$ cat src/rtl/pgseq_pkg.sv
// Shared types for the power-good sequencer.
// Assumes nothing beyond standard SystemVerilog packages.
package pgseq_pkg;

    // Sequencer states; encoding is visible on the state port.
    typedef enum logic [1:0] {
        ST_IDLE   = 2'd0,
        ST_SAMPLE = 2'd1,
        ST_WAIT   = 2'd2,
        ST_RUN    = 2'd3
    } seq_state_t;

endpackage

$ cat src/rtl/pgseq_sync.sv
// Multi-stage synchronizer for one asynchronous level.
// Assumes the input is a slow level; reset loads RST_VAL into every stage.
module pgseq_sync #(
    parameter int   STAGES  = 2,
    parameter logic RST_VAL = 1'b1
) (
    input  logic clk,
    input  logic rst_n,
    input  logic d_i,
    output logic q_o
);

    logic [STAGES-1:0] chain_q;

    generate
        genvar gi;
        for (gi = 0; gi < STAGES; gi++) begin : g_stage
            if (gi == 0) begin : g_first
                // First flop: samples the asynchronous input.
                always_ff @(posedge clk) begin
                    if (!rst_n) chain_q[gi] <= RST_VAL;
                    else        chain_q[gi] <= d_i;
                end
            end else begin : g_rest
                // Later flops: resolve metastability.
                always_ff @(posedge clk) begin
                    if (!rst_n) chain_q[gi] <= RST_VAL;
                    else        chain_q[gi] <= chain_q[gi-1];
                end
            end
        end
    endgenerate

    assign q_o = chain_q[STAGES-1];

endmodule

$ cat src/rtl/pgseq_counter.sv
// Shared saturating delay counter with clear and increment.
// Assumes clear wins over increment; saturates at MAX_CNT.
module pgseq_counter #(
    parameter int MAX_CNT = 16,
    localparam int CNT_W  = $clog2(MAX_CNT + 1)
) (
    input  logic             clk,
    input  logic             rst_n,
    input  logic             clr_i,
    input  logic             inc_i,
    output logic [CNT_W-1:0] cnt_o
);

    localparam logic [CNT_W-1:0] TOP = CNT_W'(MAX_CNT);

    logic [CNT_W-1:0] cnt_q;

    // Count cycles; clear has priority; hold at the top.
    always_ff @(posedge clk) begin
        if (!rst_n || clr_i)             cnt_q <= '0;
        else if (inc_i && cnt_q != TOP)  cnt_q <= cnt_q + 1'b1;
    end

    assign cnt_o = cnt_q;

    // Counter must never pass its limit (R4, R8 timing relies on it).
    p_cnt_bound_r4: assert property (@(posedge clk) disable iff (!rst_n)
        cnt_q <= TOP);

endmodule

$ cat src/rtl/pgseq_strap_latch.sv
// Holding registers for the strap inputs.
// Assumes capture_i pulses exactly once after reset; the registers read zero before that.
module pgseq_strap_latch #(
    parameter int FS_W = 5
) (
    input  logic            clk,
    input  logic            rst_n,
    input  logic            capture_i,
    input  logic [FS_W-1:0] fs_i,
    input  logic            rst_en_i,
    output logic [FS_W-1:0] fs_o,
    output logic            rst_en_o
);

    logic [FS_W-1:0] fs_q;
    logic            rst_en_q;

    // Load the straps on the capture pulse, hold otherwise.
    always_ff @(posedge clk) begin
        if (!rst_n) begin
            fs_q     <= '0;
            rst_en_q <= 1'b0;
        end else if (capture_i) begin
            fs_q     <= fs_i;
            rst_en_q <= rst_en_i;
        end
    end

    assign fs_o     = fs_q;
    assign rst_en_o = rst_en_q;

    // Without a capture the held straps stay put.
    p_hold_r5: assert property (@(posedge clk) disable iff (!rst_n)
        !capture_i |=> ($stable(fs_q) && $stable(rst_en_q)));

endmodule

$ cat src/rtl/pgood_seq_ctrl.sv
// Power-good sequencer: debounces the shared pin, captures the straps once,
// waits for lock, then gates the clock output enable with power-down requests.
// Assumes DEB_CYC >= 1 and LOCK_CYC >= 1, and a synchronous active-low reset.
module pgood_seq_ctrl #(
    parameter int FS_W     = 5,
    parameter int DEB_CYC  = 3600,
    parameter int LOCK_CYC = 25000,
    parameter int SYNC_STG = 2
) (
    input  logic            clk,
    input  logic            rst_n,
    input  logic            pg_pin_i,
    input  logic [FS_W-1:0] strap_fs_i,
    input  logic            strap_rst_en_i,
    output logic [FS_W-1:0] fs_latched_o,
    output logic            rst_en_latched_o,
    output logic            clk_oe_o,
    output logic [1:0]      state_o
);

    import pgseq_pkg::*;

    localparam int MAX_CNT = (DEB_CYC > LOCK_CYC) ? DEB_CYC : LOCK_CYC;
    localparam int CNT_W   = $clog2(MAX_CNT + 1);
    localparam logic [CNT_W-1:0] DEB_LAST  = CNT_W'(DEB_CYC - 1);
    localparam logic [CNT_W-1:0] LOCK_LAST = CNT_W'(LOCK_CYC - 1);

    logic             pin_s;
    logic [CNT_W-1:0] cnt;
    logic             cnt_clr;
    logic             cnt_inc;
    logic             capture;
    seq_state_t       state_q;
    seq_state_t       state_nx;
    logic             oe_q;

    // Bring the asynchronous pin into the clock domain; idle level is high.
    pgseq_sync #(
        .STAGES  (SYNC_STG),
        .RST_VAL (1'b1)
    ) u_sync (
        .clk   (clk),
        .rst_n (rst_n),
        .d_i   (pg_pin_i),
        .q_o   (pin_s)
    );

    // One counter serves both the debounce and the lock interval.
    pgseq_counter #(
        .MAX_CNT (MAX_CNT)
    ) u_cnt (
        .clk   (clk),
        .rst_n (rst_n),
        .clr_i (cnt_clr),
        .inc_i (cnt_inc),
        .cnt_o (cnt)
    );

    // Strap holding registers, loaded once in the sample state.
    pgseq_strap_latch #(
        .FS_W (FS_W)
    ) u_latch (
        .clk       (clk),
        .rst_n     (rst_n),
        .capture_i (capture),
        .fs_i      (strap_fs_i),
        .rst_en_i  (strap_rst_en_i),
        .fs_o      (fs_latched_o),
        .rst_en_o  (rst_en_latched_o)
    );

    // Next-state and counter control for the sequence.
    always_comb begin
        state_nx = state_q;
        cnt_clr  = 1'b0;
        cnt_inc  = 1'b0;
        capture  = 1'b0;
        unique case (state_q)
            ST_IDLE: begin
                if (pin_s) begin
                    cnt_clr = 1'b1;
                end else if (cnt == DEB_LAST) begin
                    state_nx = ST_SAMPLE;
                    cnt_clr  = 1'b1;
                end else begin
                    cnt_inc = 1'b1;
                end
            end
            ST_SAMPLE: begin
                capture  = 1'b1;
                cnt_clr  = 1'b1;
                state_nx = ST_WAIT;
            end
            ST_WAIT: begin
                if (pin_s) begin
                    cnt_clr = 1'b1;
                end else if (cnt == LOCK_LAST) begin
                    state_nx = ST_RUN;
                    cnt_clr  = 1'b1;
                end else begin
                    cnt_inc = 1'b1;
                end
            end
            ST_RUN: begin
                if (pin_s) begin
                    state_nx = ST_WAIT;
                    cnt_clr  = 1'b1;
                end
            end
            default: state_nx = ST_IDLE;
        endcase
    end

    // State register and registered output enable.
    always_ff @(posedge clk) begin
        if (!rst_n) begin
            state_q <= ST_IDLE;
            oe_q    <= 1'b0;
        end else begin
            state_q <= state_nx;
            oe_q    <= (state_nx == ST_RUN);
        end
    end

    assign clk_oe_o = oe_q;
    assign state_o  = state_q;

    // Sample state is entered only after the pin was low.
    p_debounce_low_r2: assert property (@(posedge clk) disable iff (!rst_n)
        (state_q == ST_SAMPLE) |-> ($past(state_q) == ST_IDLE && !$past(pin_s)));

    // Sample lasts one cycle and leads to wait-lock.
    p_sample_once_r3: assert property (@(posedge clk) disable iff (!rst_n)
        (state_q == ST_SAMPLE) |=> (state_q == ST_WAIT));

    // Once out of idle, idle and sample are never seen again.
    p_no_restart_r6: assert property (@(posedge clk) disable iff (!rst_n)
        (state_q == ST_WAIT || state_q == ST_RUN) |=>
        (state_q == ST_WAIT || state_q == ST_RUN));

    // A power-down request in run drops to wait-lock.
    p_pd_drops_r7: assert property (@(posedge clk) disable iff (!rst_n)
        (state_q == ST_RUN && pin_s) |=> (state_q == ST_WAIT && !oe_q));

    // Run is never entered while power-down is requested.
    p_run_entry_r8: assert property (@(posedge clk) disable iff (!rst_n)
        $rose(oe_q) |-> !$past(pin_s));

    // Output enable tracks the run state.
    p_oe_state_r9: assert property (@(posedge clk) disable iff (!rst_n)
        oe_q == (state_q == ST_RUN));

endmodule

$ cat config.mk
export PLATFORM = sky130hd
export DESIGN_NAME = pgood_seq_ctrl
export DESIGN_NICKNAME = d
export VERILOG_FILES = /design/src/rtl/pgseq_pkg.sv /design/src/rtl/pgseq_sync.sv /design/src/rtl/pgseq_counter.sv /design/src/rtl/pgseq_strap_latch.sv /design/src/rtl/pgood_seq_ctrl.sv
export SDC_FILE = /design/constraint.sdc
export NUM_CORES = 1
export LEC_CHECK = 0
export BUFFER_PORTS_ARGS = -buffer_cell sky130_fd_sc_hd__buf_2
export CORE_UTILIZATION = 45
export CTS_CLUSTER_SIZE = 28
export DETAILED_ROUTE_END_ITERATION = 12
export PLACE_DENSITY = 0.67
export SETUP_SLACK_MARGIN = 0.15
export SLEW_MARGIN = 10
export SYNTH_ARGS = -nofsm -noshare
export SYNTH_HDL_FRONTEND = slang
export SYNTH_HIERARCHICAL = 1
export SYNTH_SLANG_ARGS = --single-unit
$ cat constraint.sdc
create_clock -name clk -period 2.2 [get_ports clk]
set_clock_uncertainty 0.1 [all_clocks]
set_input_delay 0.44 -clock clk [delete_from_list [all_inputs] [get_ports clk]]
set_output_delay 0.44 -clock clk [all_outputs]
set_load 0.03 [all_outputs]
==> results of run 1 <==
==> cell usage after synthesis (all sizes together) <==
cell | n | area share (%)
nor2b | 10 | 4.7
a41oi | 4 | 3.2
and3 | 1 | 0.47
o22ai | 1 | 0.47
a21oi | 3 | 1.1
or2b | 1 | 0.66
nand2 | 12 | 3.4
o21ai | 3 | 1.1
a31o | 1 | 0.66
or4b | 1 | 1.0
nor3b | 1 | 0.57
nor3 | 3 | 1.1
buf | 1 | 0.85
ha | 2 | 1.9
a31oi | 2 | 0.94
inv | 7 | 2.0
a41o | 2 | 1.5
or3 | 2 | 1.0
o41ai | 1 | 2.1
nand4 | 5 | 2.4
xnor2 | 6 | 4.0
nand2b | 3 | 1.4
nor4 | 3 | 1.9
nor2 | 16 | 4.5
o21a | 1 | 0.57
dfxtp | 26 | 39
and3b | 1 | 0.66
nand4bb | 2 | 2.1
o221ai | 1 | 0.66
xor2 | 3 | 2.0
mux2i | 6 | 4.5
nand3 | 5 | 1.9
and4b | 2 | 1.5
clkbuf | 1 | 0.28
nor4b | 1 | 1.8
and4bb | 2 | 1.9
==> final cells by class <==
cell class | instances | share of cell area [%]
Clock buffer | 3 | 1.24
Multi-Input combinational cell | 107 | 46.7
Tap cell | 31 | 2.14
Clock inverter | 1 | 1.66
Inverter | 7 | 1.45
Sequential cell | 26 | 30.3
Timing Repair Buffer | 45 | 16.5
==> final timing paths <==
kind / start / slack (ps) / endpoint
setup / recovery: u_cnt/cnt_o[1] / 160 / u_cnt/cnt_o[6]
hold / removal: pg_pin_i / 170 / u_sync/chain_q[0]
setup reg to reg: u_cnt/cnt_o[1] / 160 / u_cnt/cnt_o[6]
hold reg to reg: u_sync/chain_q[0] / 370 / u_sync/q_o
==> cell families (layout without fill, tap and decap cells) <==
logic type	after synthesis	in the layout	share of synthesized area [%]
compound gates	19	19	12.3
simple gates	71	71	33.0
fa+ha+maj	2	2	1.88
flops	26	26	39.2
mux	6	6	4.52
buf+inv	9	56	3.11
xor+xnor	9	9	5.94
==> metrics by stage <==
step / hold WS (ps) / cell area [sq um] / power, mW / instances / utilization [%]
6_report: 170 / 1810 / 0.834 / 220 / 65.1
3_5_place_dp: 333 / 1540 / 0.509 / 200 / 55.2
2_1_floorplan: 286 / 1340 / 0.496 / 142 / -
4_1_cts: 163 / 1660 / 0.841 / 209 / 59.5
5_1_grt: 176 / 1810 / 0.861 / 220 / 65.1
3_3_place_gp: 328 / 1540 / 0.508 / 200 / 55.2
==> report_power, final <==
group	switching, mW	internal [mW]
combinational	0.0135	0.0151
clock	0.153	0.185
sequential	0.000865	0.466
total	0.168	0.666
==> timing repair <==
| item | in CTS | in global routing |
|---|---|---|
| resized for setup | 10 | 23 |
| setup endpoints to repair | 13 | 9 |
| hold buffers | 0 | 0 |
| buffers inserted | 5 | 11 |
| pin swaps | 5 | 9 |
==> critical path, stage by stage, from the launching register on <==
cell and delay (ps):
dfxtp_2 350, and4b_2 270, a41oi_2 190, o21a_2 220, nand4_1 180, buf_6 190
or3_1 350, a21oi_2 130
==> sequential cells by signal, summed over array words and instances, names as in the netlist <==
signal and count:
u_cnt/cnt_o 15, u_latch/fs_o 5, clk_oe_o 1, u_latch/rst_en_o 1
state_o 2, u_sync/chain_q 1, u_sync/q_o 1
==> per-layer routing <==
layer  GRT usage (%)  vias to the layer above  wire, um
li1                -                      606         -
met1            24.6                      598      1530
met2            34.9                       24      1650
met3            2.76                        6       113
met4            9.76                        0        72
met5               0                        -         0
==> out/qor.yml, run 1 <==
status: "completed"
worstPathArrival_ps: 2220
grt_use_total_pct: 20.2
cts.root.buffer_cell: "clkbuf_4"
most-common-layout-cells: "buf_4, buf_2, nor2_1, dfxtp_1, nand2_1"
ys_ff_latch: 26
first_pass_iters: 4
numPortBuffers: 17
ys_seq_area_share_pct: 39.2
antenna_found_initial: 0
crit_path_end_kind: "flip-flop"
antenna_cells: 0
path_clk_slew_ps: 150
period_needed_ps: 2040
seqCellArea_sq_um: 549
die_w_um: 56.3
cts_buffers: 3
ios: 18
core_sq_um: 2780
cts_max_level: 1
worstHoldPathType: "in2reg"
grt_pass1_wl_mm: 5.02
slew-limit-headroom_pct: 71.2
area_growth_pct: 36.5
rr_worst_depth: 7
overflow: 0
fmax_ghz: 0.490
pre_cts_slack_ps: 22.9
layout-drive-gt1-share_pct: 44.4
netlist_instances: 142
grt_pass1_vias: 1181
synth.distinct_cells: 41
hold_path_depth: 2
min_period_over_period_pct: 92.8
syn_area_sq_um: 1330
multi_input_area_sq_um: 846
initial_utilization_pct: 47.7
wirelength_mm: 3.36
postRouteAntennaNets: 0
tightest_slew_ps: 430
viasPerCell: 5.61
syn-num-nets: 153
dp_hpwl_mm: 2.17
vias: 1234
yosysWarnings: 6
clock_sinks: 26
drt_iter0_drc: 66
routedWlPerCell_um: 15.3
grt_max_degree: 16
vdd_drop_max_mv: 0.491
cp_max_fo: 6
drc: 0
layout_commonest_cell: "buf_4"
fill_cells: 234
rows: 19
max_cap_violations: 0
fin_ws_ps: 158
rsz0062_at_grt: "true"
die_y_um: 56.3
clk-insertion-delay-late_ps: 340
crit_type: "reg2reg"
layout.nets: 201
clk_path_buf_depth: 2
setup_viol: 0
hold_viol_final: 0
finalWeightedCongestion: 0.958
tns_ps: 0
dieArea_sq_um: 3170
required_ps: 2380
cellPowerDensity_nw_per_um2: 460
cts_tree: "built"
slew_violations: 0
worstSetupStartpointType: "flip-flop"
power_leakage_nw: 0.730
postSynthAreaPerCell_sq_um: 9.35
Power figures use the tool's default switching activity.
==> run 2, diff against run 1 <==
--- a/config.mk
+++ b/config.mk
@@ -5,11 +5,12 @@
 export SDC_FILE = /design/constraint.sdc
 export NUM_CORES = 1
 export LEC_CHECK = 0
+export ABC_AREA = 1
 export BUFFER_PORTS_ARGS = -buffer_cell sky130_fd_sc_hd__buf_2
 export CORE_UTILIZATION = 45
 export CTS_CLUSTER_SIZE = 28
 export DETAILED_ROUTE_END_ITERATION = 12
-export PLACE_DENSITY = 0.67
+export PLACE_DENSITY = 0.66
 export SETUP_SLACK_MARGIN = 0.15
 export SLEW_MARGIN = 10
 export SYNTH_ARGS = -nofsm -noshare
==> out/qor.yml, run 2 <==
status: "completed"
grt_pass1_wl_mm: 5.78
initial_utilization_pct: 47.4
multi_input_area_sq_um: 896
worstSetupStartpointType: "flip-flop"
area_growth_pct: 14.1
hold_viol_final: 0
die_w_um: 61.5
wirelength_mm: 3.50
drt_iter0_drc: 80
clk-insertion-delay-late_ps: 320
slew-limit-headroom_pct: 69.4
post_dp_cell_area_sq_um: 1760
setup_viol: 0
viasPerCell: 4.69
yosysMostFrequentCell: "nand2_1"
ys_top_cells_by_count: "nand2_1, nor2_1, inv_1"
vdd_drop_max_mv: 0.263
path_clk_slew_ps: 150
cts_tree: "built"
r2r-start: "u_cnt/cnt_o[9]"
die_y_um: 61.5
dieArea_sq_um: 3780
numPortBuffers: 17
tightest_slew_ps: 458
cellPowerDensity_nw_per_um2: 462
layout-drive-gt1-share_pct: 17.4
syn_area_sq_um: 1590
hold_buffers: 0
ios: 18
synth_area_leaders: "dfxtp_1, nand2_1, nor2_1"
period_needed_ps: 1780
layout_commonest_cell: "nand2_1"
rsz0062_at_grt: "false"
design_area_sq_um: 1820
ys_seq_area_share_pct: 32.7
grt_use_total_pct: 20.6
fill_cells: 371
power_leakage_nw: 0.753
postSynthAreaPerCell_sq_um: 6.04
synth_top_area_cell: "dfxtp_1"
synth.distinct_cells: 19
finalWeightedCongestion: 0.865
largest_register_ffs: 15
netlist_instances: 264
seqCellArea_sq_um: 526
layout.nets: 300
cp_max_fo: 13
total_power_uw: 840
clock_sinks: 26
max_cap_violations: 0
dp_hpwl_mm: 2.58
crit_type: "reg2reg"
grt_max_degree: 16
vias: 1567
cts_resized: 0
ys_ff_latch: 26
cts_max_level: 1
most-common-layout-cells: "nand2_1, nor2_1, inv_1, dfxtp_1, buf_2"
required_ps: 2360
overflow: 0
yosysWarnings: 6
rows: 21
cts.root.buffer_cell: "clkbuf_4"
clk_path_buf_depth: 2
cts_buffers: 3
core_sq_um: 3360
postRouteAntennaNets: 0
syn-num-nets: 275
antenna_cells: 0
grt_pass1_vias: 1327
routedWlPerCell_um: 10.5
worstPathArrival_ps: 1940
drc: 0
slew_violations: 0
crit_path_end_kind: "flip-flop"
synth_top_area_share_pct: 32.7
ys_async_sr_fraction_pct: 0
min_period_over_period_pct: 80.8
synth_edf_count: 0
worstHoldPathType: "in2reg"
antenna_found_initial: 0
crit_start: "u_cnt/cnt_o[9]"
hp-start: "pg_pin_i"
tns_ps: 0
fmax_ghz: 0.562
yosys_most_used_dff: "dfxtp_1"
cts_setup_buffers: 0
first_pass_iters: 4
run 2: changes by cell type after synthesis, sizes merged, moves of 4 or more:
cell | previous run | this run
nand2 | 12 | 85
nor2 | 16 | 62
inv | 7 | 36
nand3 | 5 | 16
a21oi | 3 | 13
nor2b | 10 | 0
mux2i | 6 | 0
a41oi | 4 | 0
buf | 1 | 5
xnor2 | 6 | 2
run 2: cell families after synthesis:
| group | share of synthesized area (%) |
|---|---|
| xor+xnor | 3.85 |
| buf+inv | 11.5 |
| fa+ha+maj | 1.57 |
| simple gates | 45.5 |
| compound gates | 4.95 |
| flops | 32.7 |
run 2: layer usage:
layer | wire length [um] | share of wire (%) | up-vias | track usage, %
met2 | 1690 | 48 | 23 | 35.8
met4 | 33 | 0.94 | 0 | 6.35
met1 | 1680 | 48 | 687 | 25.6
met3 | 92 | 2.6 | 4 | 3.78
met5 | 0 | 0 | - | 0
li1 | - | - | 853 | -
run 2: path summary, 6_finish.rpt:
kind | end | slack (ps) | cells after the start
worst min-delay path | u_sync/chain_q[0] | 170 | 3
worst max register to register | u_cnt/cnt_o[14] | 420 | 9
worst max-delay path | u_cnt/cnt_o[14] | 420 | 9
worst min register to register | u_sync/q_o | 320 | 2
run 2: final cells by class:
type / instances / share of cell area (%)
inverters: 36 / 7.43
flip-flops and latches: 26 / 28.9
well taps: 46 / 3.16
clock buffers: 3 / 1.24
multi-input cells: 196 / 49.2
repair buffers: 26 / 8.39
clock inverters: 1 / 1.65
run 2: where the power goes:
group          internal (mW)  switching, mW  total [mW]
sequential             0.473       0.000895       0.474
combinational         0.0135         0.0216      0.0351
clock                  0.184          0.147       0.331
run 2: per-stage QoR:
step	instances	utilization, %	setup slack, ps	hold WS (ps)
3_3_place_gp	330	52.2	386	281
5_1_grt	334	54.1	208	164
4_1_cts	334	53.8	303	166
6_report	334	54.1	421	171
2_1_floorplan	264	-	373	280
3_5_place_dp	330	52.2	333	284
run 2: critical path, stage by stage, from the launching register on:
cell	delay [ps]
dfxtp_1	490
nand4_1	160
nor2_1	220
nand2_1	80
nand2_1	60
a21oi_1	80
buf_4	160
nand2_4	150
nand2_1	70
a21oi_1	150
==> run 3, diff against run 2 <==
==> constraint.sdc (replaced) <==
create_clock -name clk -period 1.51 [get_ports clk]
set_clock_uncertainty 0.1 [all_clocks]
set_input_delay 0.302 -clock clk [delete_from_list [all_inputs] [get_ports clk]]
set_output_delay 0.302 -clock clk [all_outputs]
set_load 0.03 [all_outputs]
==> out/qor.yml, run 3 (synthesis gave the netlist of run 2 again) <==
status: "finished with violations"
violations: "negative setup slack"
crit_path_end_kind: "flip-flop"
cp_max_fo: 6
final_cells: 360
max_cap_violations: 0
postRouteAntennaNets: 0
layout-drive-gt1-share_pct: 39.8
core_sq_um: 3360
p_clk_share_pct: 32.2
pwr-share-comb_pct: 6.7
largest_register_ffs: 15
hold_viol_final: 0
required_ps: 1670
drt_iter0_drc: 107
vdd_drop_max_mv: 0.379
cts_buffers: 3
clock_sinks: 26
slew_violations: 0
clk_path_buf_depth: 2
grt_pass1_vias: 1512
cts.root.buffer_cell: "clkbuf_4"
reg2reg_slack_ps: -120
route.met3.wl_um: 166
tightest_slew_ps: 257
swShare_pct: 22.8
min_period_over_period_pct: 108
p_int_uw: 858
tns_ps: -1290
highest_layer: "met4"
r2r-start: "u_cnt/cnt_o[7]"
setup_viol: 15
most-common-layout-cells: "nand2_1, nor2_1, buf_4, inv_1, nor2_2"
die_w_um: 61.5
worstPathArrival_ps: 1790
cts_tree: "built"
placed_cells: 352
cts_max_level: 1
slew-limit-headroom_pct: 82.8
finalWeightedCongestion: 0.881
clk-insertion-delay-late_ps: 320
drc: 0
worstHoldPathType: "in2reg"
antenna_found_initial: 0
wl_met2_mm: 1.99
pre_cts_slack_ps: -104
r2r_end: "u_cnt/cnt_o[2]"
overflow: 0
fmax_ghz: 0.613
rr_worst_depth: 12
layout_commonest_cell: "nand2_1"
hold_slack_ps: 43.7
path_clk_slew_ps: 140
rsz0062_at_grt: "true"
rows: 21
first_pass_iters: 5
whs_endpoint: "u_sync/chain_q[0]"
cellPowerDensity_nw_per_um2: 506
wirelength_mm: 4.14
final_util_pct: 65.3
viasPerCell: 4.87
dp_hpwl_mm: 2.99
p_sw_uw: 253
fin_ws_ps: -122
initial_utilization_pct: 47.4
hold_path_depth: 3
grt_max_degree: 15
crit_start: "u_cnt/cnt_o[7]"
drt-met1-wl_mm: 1.86
grt_use_total_pct: 23.2
layout.nets: 326
hp-start: "pg_pin_i"
crit_type: "reg2reg"
period_needed_ps: 1630
hold_buffers: 0
ios: 18
routedWlPerCell_um: 11.5
p_seq_share_pct: 61.1
numPortBuffers: 17
vias: 1752
worstSetupStartpointType: "flip-flop"
dieArea_sq_um: 3780
antenna_cells: 0
die_y_um: 61.5
grt_pass1_wl_mm: 6.49
area_growth_pct: 37.7
power_leakage_nw: 0.921
-- run 3: power by group through the flow --
stage	Clock, mW	Combinational (mW)	Sequential (mW)
after floorplan	0	0.0340	0.696
after global placement	0	0.0586	0.696
after detailed placement	0	0.0593	0.696
after CTS	0.367	0.0672	0.681
after global routing	0.392	0.0829	0.680
final	0.358	0.0740	0.679
-- run 3: how the worst max path moves through the flow --
stage	endpoint	slack, ps
after floorplan	u_cnt/cnt_o[13]	-20
after global placement	u_cnt/cnt_o[5]	-70
after detailed placement	u_cnt/cnt_o[5]	-100
after CTS	u_cnt/cnt_o[2]	-80
after global routing	u_cnt/cnt_o[2]	-210
final	u_cnt/cnt_o[2]	-120
-- run 3: what timing repair did --
action | CTS | global route
buffers inserted | 4 | 0
setup endpoints to repair | 15 | 16
pin swaps | 5 | 10
resized for setup | 17 | 27
endpoints found under the hold margin | 0 | 0
-- run 3: area by class of cell --
type / count / area, sq um
Inverter: 36 / 135
Sequential cell: 26 / 556
Timing Repair Buffer: 52 / 378
Tap cell: 46 / 57.6
Fill cell: 327 / 1170
Multi-Input combinational cell: 196 / 1030
Clock buffer: 4 / 36.3
-- run 3: worst max-delay path, cell delays in order, from the launching register on --
cell and delay (ps):
dfxtp_4 390, inv_2 60, nor2_2 30, nand2_1 70, nor2_1 40, nand2_1 80, nand3_2 90, a21oi_4 190
inv_2 60, nor2_4 130, buf_6 130, nand2_1 70, a21oi_2 140
-- run 3: layer usage --
| layer | GRT usage, % | vias up |
|---|---|---|
| met5 | 0 | - |
| met4 | 10.2 | 0 |
| met3 | 3.15 | 10 |
| met2 | 38.9 | 47 |
| met1 | 29.7 | 786 |
| li1 | - | 909 |
-- run 3: metrics by stage --
step           cell area [sq um]  total power, mW
6_report                    2190             1.11
5_1_grt                     2190             1.15
4_1_cts                     2120             1.12
3_5_place_dp                1990            0.756
3_3_place_gp                1990            0.755
2_1_floorplan               1670            0.730
